<file path="config.mk">
export PLATFORM = sky130hd
export DESIGN_NAME = sign_branch_unit
export DESIGN_NICKNAME = d
export VERILOG_FILES = /design/src/rtl/sign_branch_unit.sv
export SDC_FILE = /design/constraint.sdc
export NUM_CORES = 1
export LEC_CHECK = 0
export BUFFER_PORTS_ARGS = -buffer_cell sky130_fd_sc_hd__buf_4
export CAP_MARGIN = 20
export CORE_UTILIZATION = 44
export DETAILED_ROUTE_END_ITERATION = 10
export PLACE_DENSITY = 0.8
export SLEW_MARGIN = 20
export SYNTH_ARGS = -nofsm -noshare
export SYNTH_HDL_FRONTEND = slang
export SYNTH_SLANG_ARGS = --single-unit
export TNS_END_PERCENT = 10
</file>
<file path="constraint.sdc">
create_clock -name clk -period 7.45 [get_ports clk]
set_clock_uncertainty 0.1 [all_clocks]
set_input_delay 2.235 -clock clk [delete_from_list [all_inputs] [get_ports clk]]
set_output_delay 2.235 -clock clk [all_outputs]
set_load 0.005 [all_outputs]
</file>
<file path="src/rtl/sign_branch_unit.sv">
module sign_branch_unit #(
  parameter int XW        = 32,
  parameter int GROUP_OPC = 1
) (
  input  logic          clk,
  input  logic          rst_n,
  input  logic          in_valid,
  input  logic [31:0]   instr,
  input  logic [XW-1:0] src_val,
  input  logic [XW-1:0] br_pc,
  input  logic [XW-1:0] next_pc,
  output logic          redirect,
  output logic [XW-1:0] target,
  output logic          link_we,
  output logic [XW-1:0] link_data
);

  localparam int OFFW = XW - 18;

  logic          en, want_ge, is_link, neg, take;
  logic [XW-1:0] offs, tgt;

  assign en      = in_valid && (instr[31:26] == 6'(GROUP_OPC));
  assign want_ge = instr[16];
  assign is_link = (instr[20:17] == 4'b1000);
  assign neg     = src_val[XW-1];
  assign take    = want_ge ? !neg : neg;
  assign offs    = {{OFFW{instr[15]}}, instr[15:0], 2'b00};
  assign tgt     = br_pc + offs;

  always_ff @(posedge clk) begin
    if (!rst_n) begin
      redirect  <= 1'b0;
      target    <= '0;
      link_we   <= 1'b0;
      link_data <= '0;
    end else begin
      redirect  <= en && take;
      target    <= en ? tgt : '0;
      link_we   <= en && is_link;
      link_data <= (en && is_link) ? next_pc : '0;
    end
  end

  logic armed;
  always_ff @(posedge clk) begin
    if (!rst_n) armed <= 1'b0;
    else        armed <= 1'b1;
  end

  AST_GE_SIGN: assert property (@(posedge clk) disable iff (!rst_n || !armed)
    (redirect && $past(instr[16])) |-> !$past(src_val[XW-1]));
  AST_LT_SIGN: assert property (@(posedge clk) disable iff (!rst_n || !armed)
    (redirect && !$past(instr[16])) |-> $past(src_val[XW-1]));
  AST_LINK_ALWAYS: assert property (@(posedge clk) disable iff (!rst_n || !armed)
    $past(in_valid && instr[31:26] == 6'(GROUP_OPC) && instr[20:17] == 4'b1000)
      |-> (link_we && link_data == $past(next_pc)));
  AST_NO_LINK: assert property (@(posedge clk) disable iff (!rst_n || !armed)
    $past(instr[20:17] != 4'b1000) |-> !link_we);
  AST_IDLE_QUIET: assert property (@(posedge clk) disable iff (!rst_n || !armed)
    !$past(in_valid) |-> (!redirect && !link_we && target == '0));
  AST_RESET_CLEAR: assert property (@(posedge clk)
    $past(!rst_n) |-> (!redirect && !link_we));

endmodule

</file>
Yosys cells after proc, flatten, opt, wreduce, memory -nomap -nowiden
Cells that the tools add are included.
Widths: inputs -> output; s select.

word-level totals
  logic and storage cells = 14
  output and inout port bits = 66
  bits of input ports = 131
  register bits = 66

operators by class
  reduce and logical (&&, ||, !) cells = 6
  eq/ne operators = 2
  mux-type cells = 1
  add/subtract/negate cells = 1

operators with widths
  kind                number
  $add 32x32->32      1
  $eq 6x1->1 const B  1
  $eq 4x4->1 const B  1
  $reduce_and 2->1    2
  $logic_and 1x1->1   3
  $logic_not 1->1     1
  $mux 1              1

Depth between registers and ports, before layout
  depth after elaboration = 4
  gate-level depth with buffers = 10
  depth with buffers taken out = 10

Worst setup path after synthesis
No wires, ideal clock.

  kind = input to register
  start = input port instr[0]
  end = register target[30]
  arrival time = 3.943 ns
  buffers on the path = 0
  stages on the path = 10
  setup slack = 3.282 ns
  setup time = 0.125 ns
  cell sequence = ha_1 > inv_1 > fa_1 > and2b_1 > o2111ai_1 > nand3b_1 > nand4_1 > a211oi_1 > o21ai_0 > nor3b_1

on the way
  cells in the longest elaborated chain, start to end = 1

RTL lines
  element               RTL line  RTL
  from (decl)           8         input logic [31:0] instr,
  $add 32x32->32        29        assign tgt = br_pc + offs;
  to (signal assigned)  39        target <= en ? tgt : '0;
  to (decl)             13        output logic [XW-1:0] target,

No other way between the ends.
A chain may end at the register's enable or synchronous reset.

Worst setup path after layout
  start = input port instr[27]
  end = register link_data[28]

on the way
  cells in the longest elaborated chain, start to end = 4

RTL lines
  element                     RTL line  RTL
  $eq 6x1->1                  23        assign en = in_valid && (instr[31:26] == 6'(GROUP_OPC));
  $logic_and 1x1->1           23
  $logic_and 1x1->1           41        link_data <= (en && is_link) ? next_pc : '0;
  $reduce_and 2->1 (no line)  --
  to (signal assigned)        41
  to (decl)                   15        output logic [XW-1:0] link_data

No other way between the ends.

==> impl_metrics.py <==
metrics = {
    "status": {
        "status": "finished, final reports clean",
    },
    "global_route": {
        "track_usage_pct": 21.5,
        "grt_pass1_wl_um": 14000,
        "grtUsageMet3_pct": 5.39,
        "gr-usage-met2_pct": 38.9,
        "grt.overflow.total": 0,
        "antenna_found_initial": 0,
        "grt_max_degree": 34,
        "grt_pass1_vias": 3026,
        "use_met1_pct": 24.5,
        "busiest_layer": "met2",
    },
    "yosys": {
        "syn_area_mm2": 0.00343,
        "synth_area_per_cell_um2": 9.23,
        "synth_edf_count": 0,
        "synthTopCellsByArea": "dfxtp_1 38%, ha_1 11%, and2_1 7.5%",
        "ys.flop_type": "dfxtp_1",
        "yosysMostFrequentCell": "dfxtp_1",
        "synth_top_cells_by_count": "66 x dfxtp_1, 41 x and2_1, 31 x nor2_1, 29 x ha_1, 26 x nand2_1",
        "synth_top_area_share_pct": 38.5,
        "ys_types": 54,
        "ys_warn_count": 0,
        "synth_top_area_cell": "dfxtp_1",
        "async_flop_share_pct": 0,
        "netlist_instances": 372,
        "syn_nets": 533,
        "ys_ff_latch": 66,
        "synth-seq-area-share_pct": 38.5,
    },
    "clock_network": {
        "cts_max_level": 3,
        "cts.path.max_buffers": 2,
        "cts_tree": "yes",
        "cts.clk_slew.worst_paths_ps": 70,
        "clockRootBuffer": "clkbuf_8",
        "cts_buffers": 9,
        "cts_setup_buffers": 0,
        "cts_resized": 0,
        "cts.sinks": 66,
        "hold_buffers": 0,
    },
    "floorplan": {
        "initial_core_util_pct": 46.4,
        "dieHeight_um": 90.4,
        "core_mm2": 0.00741,
        "io-pin-count": 197,
        "dieArea_mm2": 0.00816,
        "rows": 31,
        "fp.dieW_um": 90.4,
    },
    "route": {
        "via_per_inst": 5.09,
        "routedWlPerCell_um": 14.1,
        "drc": 0,
        "drt_iter0_markers": 125,
        "num_vias": 3224,
        "routed_wl_um": 8910,
        "drt-pass1-iter-count": 5,
        "drtAntennaViolNets": 0,
    },
    "worst_setup_path": {
        "cp_top_family": "simple AND/OR/NAND/NOR gates",
        "crit_slowest_cell": "nor4_4",
        "critical_path_buf_inv_count": 2,
        "max_stage_delay_ps": 920,
        "cp_cell_sequence": "buf_4 -> nor4b_2 -> nand4_2 -> nor4_4 -> buf_6 -> and2_1",
        "worst-setup-path-type": "primary input to register",
        "required_ps": 7630,
        "critPathCaptureType": "register",
        "path_max_fanout": 28,
        "cp-start-kind": "primary input",
        "cp.arrival_ps": 4750,
    },
    "final_layout": {
        "layout-drive-gt1-share_pct": 35.8,
        "nets": 690,
        "diodes": 0,
        "areaGrowthSynthToFinish_pct": 43.8,
        "fin_cells": 633,
        "nFillCells": 608,
        "final_area_mm2": 0.00494,
        "fin_util_pct": 66.7,
    },
    "sta": {
        "hold_ws_ps": 2000,
        "max_freq_mhz": 219,
        "drv_slew": 0,
        "min_period_ps": 4580,
        "finalHoldViolations": 0,
        "setup_viol": 0,
        "tightestPinTransition_ps": 924,
        "period_share_pct": 61.4,
        "final.setup.worst_slack_ps": 2870,
        "relSlewSlack_pct": 38.2,
        "rsz0062_at_grt": "no",
        "fin_setup_tns_ps": 0,
    },
    "hold_path": {
        "hold_depth": 2,
        "whs_endpoint": "link_data[8]",
        "hp-start": "next_pc[8]",
        "min_path_type": "primary input to register",
    },
    "power": {
        "p_total_mw": 0.897,
        "p_leak_nw": 2.40,
        "powerDensity_mw_per_mm2": 182,
        "peakVddDrop_v": 0.0000997,
    },
    "place": {
        "place_area_mm2": 0.00469,
        "dp_cells": 616,
        "place_ws_ps": 2230,
        "io_buffers": 160,
        "place_hpwl_um": 7040,
        "routabilityCongestion": 0.878,
    },
    "run": {
        "cap_violations": 0,
    },
}
[placed cells by master, fill, tap and decap left out, types with 2 or more instances in the layout]
cell / count
a211oi_1: 3
a21o_1: 17
a21oi_1: 22
a221oi_1: 3
a31oi_1: 4
a31oi_2: 3
and2_1: 41
and3_1: 2
and4_1: 4
buf_4: 160
bufinv_16: 3
clkbuf_8: 9
clkinv_4: 2
dfxtp_1: 66
ha_1: 29
inv_1: 10
mux2i_1: 2
nand2_1: 26
nand2b_1: 4
nand3_1: 5
nand3b_1: 3
nand4_1: 9
nor2_1: 31
nor3_1: 6
nor3b_1: 4
o211ai_2: 2
o21ai_0: 8
o21ai_1: 4
o21bai_1: 2
o22ai_1: 2
xnor2_1: 11
xor2_1: 11
[sequential cells by signal, summed over array words and instances (netlist names)]
signal and count:
link_data 32, link_we 1, redirect 1, target 32
[where the power goes]
part           switching [mW]  total, mW  internal (mW)
combinational          0.0923      0.184         0.0921
sequential           0.000126      0.353          0.353
clock                   0.136      0.359          0.223
[per-layer routing]
metal  vias up  wire length (um)
met4         0               137
met5         -                 0
met3        11               477
li1       1628                 -
met2       113              4510
met1      1472              3790
[worst max-delay path by stage]
stage	from	endpoint	slack, ps	depth (start not counted)
2_1_floorplan	instr[0]	target[30]	3280	10
3_3_place_gp	instr[27]	link_data[31]	2390	5
3_5_place_dp	instr[27]	link_data[2]	2230	5
4_1_cts	instr[27]	link_data[2]	2590	5
5_1_grt	instr[27]	link_data[19]	2660	6
6_report	instr[27]	link_data[28]	2870	6
[cell families (layout without fill, tap and decap cells)]
group / count (synthesis) / in the layout / synth area share (%)
simple gates: 143 / 143 / 23.0
compound gates: 84 / 84 / 18.0
flops: 66 / 66 / 38.5
fa+ha+maj: 30 / 30 / 11.1
buf+inv: 25 / 187 / 3.24
xor+xnor: 22 / 22 / 5.61
mux: 2 / 2 / 0.583
[final cells by class]
class	instances	area, um^2	share of cell area [%]
Sequential cell	66	1320	26.7
Timing Repair Buffer	161	1210	24.5
Clock inverter	6	115	2.33
Clock buffer	10	128	2.58
Inverter	10	37.5	0.760
Tap cell	99	124	2.51
Multi-Input combinational cell	281	2000	40.5
Power figures use the tool's default switching activity.
